## config.mk

```make
export PLATFORM = sky130hd
export DESIGN_NAME = tick_match_timer
export DESIGN_NICKNAME = d
export VERILOG_FILES = /design/src/rtl/tm_pkg.sv /design/src/rtl/tm_counter.sv /design/src/rtl/tm_irq_state.sv /design/src/rtl/tm_router.sv /design/src/rtl/tick_match_timer.sv
export SDC_FILE = /design/constraint.sdc
export NUM_CORES = 1
export LEC_CHECK = 0
export BUFFER_PORTS_ARGS = -buffer_cell sky130_fd_sc_hd__buf_4
export CORE_ASPECT_RATIO = 1.75
export CORE_MARGIN = 2
export CORE_UTILIZATION = 46
export CTS_CLUSTER_SIZE = 40
export DETAILED_ROUTE_END_ITERATION = 16
export GPL_ROUTABILITY_DRIVEN = 0
export PLACE_DENSITY = 0.75
export SLEW_MARGIN = 30
export SYNTH_ARGS = -nofsm -noshare
export SYNTH_HDL_FRONTEND = slang
export SYNTH_HIERARCHICAL = 1
export SYNTH_SLANG_ARGS = --single-unit
```

## constraint.sdc

```tcl
create_clock -name clk -period 2.45 [get_ports clk]
set_input_delay 0.3675 -clock clk [delete_from_list [all_inputs] [get_ports clk]]
set_output_delay 0.3675 -clock clk [all_outputs]
set_load 0.02 [all_outputs]
```

## src/rtl/tm_pkg.sv

```systemverilog
package tm_pkg;
  parameter int unsigned TM_CNT_W = 32;
  typedef logic [TM_CNT_W-1:0] tm_word_t;

  // next value of the counter for one step (wraps naturally)
  function automatic tm_word_t tm_step(input tm_word_t cur);
    return cur + tm_word_t'(1);
  endfunction

  // true when stepping from cur lands exactly on cmp
  function automatic logic tm_lands_on(input tm_word_t cur, input tm_word_t cmp);
    return (tm_step(cur) == cmp);
  endfunction
endpackage

```

## src/rtl/tm_counter.sv

```systemverilog
module tm_counter
  import tm_pkg::*;
#(
  parameter tm_word_t RESET_VAL = tm_word_t'(1)
) (
  input  logic     clk,
  input  logic     rst_n,
  input  logic     step,
  input  logic     load,
  input  tm_word_t load_val,
  output tm_word_t count_q
);
  always_ff @(posedge clk or negedge rst_n) begin
    if (!rst_n)      count_q <= RESET_VAL;
    else if (load)   count_q <= load_val;
    else if (step)   count_q <= tm_step(count_q);
  end

  // load takes effect at the next edge
  p_load_r3: assert property (@(posedge clk) disable iff (!rst_n)
    load |=> count_q == $past(load_val));
  // no step and no load means hold
  p_hold_r2: assert property (@(posedge clk) disable iff (!rst_n)
    (!load && !step) |=> $stable(count_q));
  // wrap from all ones to zero
  p_wrap_r10: assert property (@(posedge clk) disable iff (!rst_n)
    (step && !load && (&count_q)) |=> count_q == '0);
endmodule

```

## src/rtl/tm_irq_state.sv

```systemverilog
module tm_irq_state
  import tm_pkg::*;
(
  input  logic     clk,
  input  logic     rst_n,
  input  logic     step,
  input  logic     load,
  input  tm_word_t count_q,
  input  logic     cmp_we,
  input  tm_word_t cmp_wdata,
  input  logic     ext_en,
  output tm_word_t compare_q,
  output logic     hit,
  output logic     irq_flag,
  output logic     pending_q
);
  // match event: a real step (not a load) landing on compare
  assign hit = step && !load && tm_lands_on(count_q, compare_q);

  always_ff @(posedge clk or negedge rst_n) begin
    if (!rst_n)      compare_q <= '0;
    else if (cmp_we) compare_q <= cmp_wdata;
  end

  always_ff @(posedge clk or negedge rst_n) begin
    if (!rst_n)      irq_flag <= 1'b0;
    else if (cmp_we) irq_flag <= 1'b0;
    else if (hit)    irq_flag <= 1'b1;
  end

  always_ff @(posedge clk or negedge rst_n) begin
    if (!rst_n)                pending_q <= 1'b0;
    else if (ext_en && cmp_we) pending_q <= 1'b0;
    else if (ext_en && hit)    pending_q <= 1'b1;
  end

  // compare write acknowledges
  p_ack_r7: assert property (@(posedge clk) disable iff (!rst_n)
    cmp_we |=> !irq_flag);
  // a match sets the interrupt state
  p_set_r5: assert property (@(posedge clk) disable iff (!rst_n)
    (hit && !cmp_we) |=> irq_flag && (count_q == compare_q));
  // pending frozen while the extended enable is low
  p_pend_gate_r9: assert property (@(posedge clk) disable iff (!rst_n)
    !ext_en |=> $stable(pending_q));
  // compare write lands at the next edge
  p_cmp_load_r4: assert property (@(posedge clk) disable iff (!rst_n)
    cmp_we |=> compare_q == $past(cmp_wdata));
endmodule

```

## src/rtl/tm_router.sv

```systemverilog
module tm_router #(
  parameter int unsigned LINES = 8,
  localparam int unsigned SEL_W = $clog2(LINES)
) (
  input  logic             irq_flag,
  input  logic [SEL_W-1:0] sel,
  output logic [LINES-1:0] lines
);
  always_comb begin
    lines = '0;
    for (int i = 0; i < LINES; i++) begin
      if (irq_flag && (sel == SEL_W'(i))) lines[i] = 1'b1;
    end
  end

  // at most one line, and the chosen one when set
  always_comb begin
    a_onehot_r8: assert ($onehot0(lines));
    a_route_r8: assert (!irq_flag || lines[sel]);
  end
endmodule

```

## src/rtl/tick_match_timer.sv

```systemverilog
module tick_match_timer
  import tm_pkg::*;
#(
  parameter int unsigned LINES = 8,
  localparam int unsigned SEL_W = $clog2(LINES),
  localparam int unsigned W = TM_CNT_W
) (
  input  logic             clk,
  input  logic             rst_n,
  input  logic             tick_en,
  input  logic             freeze,
  input  logic             ext_en,
  input  logic             cnt_we,
  input  logic [W-1:0]     cnt_wdata,
  input  logic             cmp_we,
  input  logic [W-1:0]     cmp_wdata,
  input  logic [SEL_W-1:0] route_sel,
  output logic [W-1:0]     count_q,
  output logic [W-1:0]     compare_q,
  output logic             tmr_pending,
  output logic [LINES-1:0] irq_lines
);
  logic step_ev;
  logic hit_ev;
  logic irq_flag;

  assign step_ev = tick_en && !freeze;

  tm_counter #(.RESET_VAL(tm_word_t'(1))) u_cnt (
    .clk(clk), .rst_n(rst_n), .step(step_ev), .load(cnt_we),
    .load_val(cnt_wdata), .count_q(count_q)
  );

  tm_irq_state u_irq (
    .clk(clk), .rst_n(rst_n), .step(step_ev), .load(cnt_we),
    .count_q(count_q), .cmp_we(cmp_we), .cmp_wdata(cmp_wdata),
    .ext_en(ext_en), .compare_q(compare_q), .hit(hit_ev),
    .irq_flag(irq_flag), .pending_q(tmr_pending)
  );

  tm_router #(.LINES(LINES)) u_route (
    .irq_flag(irq_flag), .sel(route_sel), .lines(irq_lines)
  );

  // frozen counter never matches
  p_freeze_r6: assert property (@(posedge clk) disable iff (!rst_n)
    freeze |-> !hit_ev);
  // reset values seen on the first edge out of reset
  p_reset_r1: assert property (@(posedge clk)
    $rose(rst_n) |-> (count_q == W'(1)) && (compare_q == '0) && (irq_lines == '0));
endmodule

```

==> run metrics <==
outcome=complete, but fails checks; violated checks=negative setup slack; Combinational Power Share=30.6%; crit end category=flip-flop; wire length of the first global-routing pass=23060 microns; most common cell after layout, fill and taps aside=buf_4; Worst Tran Pin Value=0.8375 ns; pin count of the biggest net entering global routing=67; DRC=0; largest family of logic cells by synthesized area=simple AND/OR/NAND/NOR gates; Tcrit/Tclk final=110.3%; Setup violations, final=2; core outline area=9409 sq um; ANT nets after route=0; CP max FO=3; max-capacitance violation count=0; fmax=370.0 MHz; Num CTS Buffers=9; final net count=745; leading cell types in the layout, fill and taps excluded=205 x buf_4, 65 x dfrtp_1, 48 x nand2_1, 41 x xnor2_1; initial core utilization=46.95%; die height=133.6 microns; antenna violations before repair=0; total power per unit cell area=585.1 nW/um^2; vias post-DR=4621; synthesized cell area=4418 sq um; Syn. warnings=6; Post-Synth Adder-Cell Area=0.5664%; htree depth=3; Synth cell types=67; Final Skew=0.009628 ns; grt ovf=0; Setup TNS=-0.4924 ns; vias in the first global route=4796; Critical Path RT=2.72 ns; Leakage=2.784 nW; compound-gate portion of the synthesized area=11.13%; RSZ-0062 raised after global routing=yes; Area Growth Syn to Fin=45.14%; standard-cell row count=47; mux share of post-synthesis cell area=9.317%; Max clock buf depth=2; Setup CP Type=flip-flop to flip-flop; DRT iter0 DRCs=400; fraction of synthesized cell area in xor and xnor cells=12.09%; CP Launch Type=flip-flop; EDFF count, synth=0; die span in x=78.08 microns; post-DR wirelength/cell=18.17 microns; Worst-Skew Late Latency=0.33 ns; Sequential Power Share=35.0%; Setup WS post-layout=-0.2529 ns; CP arrival=2.97 ns; switching pwr=1.176 mW; Pre-Repair DR Iteration Count=5; Synth Area in Simple Gates=27.02%; CTS tree=yes; Final Hold Viols=0; hold buffers post-CTS=0; CTS Root Cell=clkbuf_16; Top FF cell, synth=dfrtp_1; Global Route Usage Sum=28.19%; vias per inst=5.805; Mapped Nets=544; peak supply drop=440.0 uV; Synth Instances=468; dpl hpwl=11040 microns; Routed WL=14460 microns; Slew HR=44.17%; fin. max-slew vios=0; # port buffers=146; ys async rst share=100.0%; Antenna diodes=0; Min Clock Period, post-route=2.703 ns; Sw Ratio=31.35%; Worst-path clk slew=0.05 ns; boundary pin count=147; Power, Total=3.752 mW; Avg Cell Area, Syn=9.440 sq um; die area=10440 sq um; post-synthesis sequential area ratio=37.41%; clk sinks=66; internal power=2.576 mW; clock share of power=34.4%; share of cells above drive strength 1=41.69%; Synth Register Bits=66; Hold Crit Class=input pin to async pin
cell type report:
class,count,area (sq um)
flip-flops and latches,66,1653
fillers,770,2997
inverters,11,41.29
clock buffers,14,264.0
well taps,122,152.6
multi-input cells,375,2716
clock inverters,2,35.03
repair buffers,206,1550
registers in the layout (all words and copies together), names as in the netlist:
register         count
u_irq/pending_q      1
u_irq/irq_flag       1
u_irq/compare_q     32
u_cnt/count_q       32
per-stage QoR:
stage          instances  instance area, sq um  hold slack (ns)  util, %  setup slack, ns
6_report             796                  6412           0.1478    68.15          -0.2529
5_1_grt              796                  6412           0.2204    68.15          -0.3928
4_1_cts              796                  6387           0.1773    67.89          -0.1867
3_5_place_dp         778                  6053           0.5277    64.34          -0.2281
3_3_place_gp         778                  6053           0.5183    64.34          -0.1502
2_1_floorplan        468                  4437          0.07191        -          -0.2608
timing repair:
item,CTS,global route
cloned,0,0
gates resized for setup,3,5
setup buffers,2,0
endpoints found under the setup margin,2,14
pin swaps,9,1
cell families after synthesis:
group,count (synthesis)
multiplexers,37
buffers and inverters,27
AO/OA/AOI/OAI,73
flip-flops,66
AND/OR/NAND/NOR,202
adder cells (fa/ha/maj),2
XOR/XNOR,61
critical path: stages (launching register included):
cell and delay [ns]:
dfrtp_1 0.35, nand4_1 0.33, nor4_4 0.44, mux2i_1 0.25
o211ai_2 0.12, or4_4 0.55, nor4b_2 0.24, and4_1 0.23
o21ba_1 0.14
cell usage after synthesis, drive strengths merged (9+ instances only):
| cell | number | area (sq um) |
|---|---|---|
| dfrtp | 65 | 1627 |
| nand2 | 48 | 180.2 |
| xnor2 | 42 | 367.9 |
| nor2 | 34 | 143.9 |
| mux2 | 33 | 371.6 |
| nand3 | 26 | 135.1 |
| o21ai | 22 | 110.1 |
| xor2 | 19 | 166.4 |
| nand4 | 18 | 142.6 |
| a31oi | 13 | 81.33 |
| or4 | 13 | 101.4 |
| nor3 | 11 | 55.05 |
| clkbuf | 9 | 33.78 |
| inv | 9 | 33.78 |
| nor4 | 9 | 62.56 |
metal layers:
metal	share of wire, %	vias to the layer above	global-route usage, %
li1	-	2141	-
met1	33	2196	27.73
met2	56	218	52.83
met3	5.5	66	5.623
met4	5.5	0	17.06
met5	0	-	0
power groups by stage:
stage | Combinational [mW] | Sequential [mW] | Clock [mW]
after floorplan | 0.419 | 1.50 | 0
after global placement | 1.10 | 1.33 | 0
after detailed placement | 1.12 | 1.33 | 0
after CTS | 1.14 | 1.31 | 1.31
after global routing | 1.23 | 1.33 | 1.36
final | 1.15 | 1.31 | 1.29
path summary, 6_finish.rpt:
kind,start,cells past startpoint,slack [ns],end
min,rst_n,1,0.15,u_cnt/count_q[9]
min in group clk,cnt_wdata[7],3,0.24,u_cnt/count_q[7]
max reg2reg,u_cnt/count_q[14],8,-0.25,u_irq/irq_flag
max in group asynchronous,rst_n,1,1.77,u_irq/compare_q[14]
min reg2reg,u_irq/pending_q,1,0.53,u_irq/pending_q
max,u_cnt/count_q[14],8,-0.25,u_irq/irq_flag
Note: power is estimated with default switching activity, not from simulation.
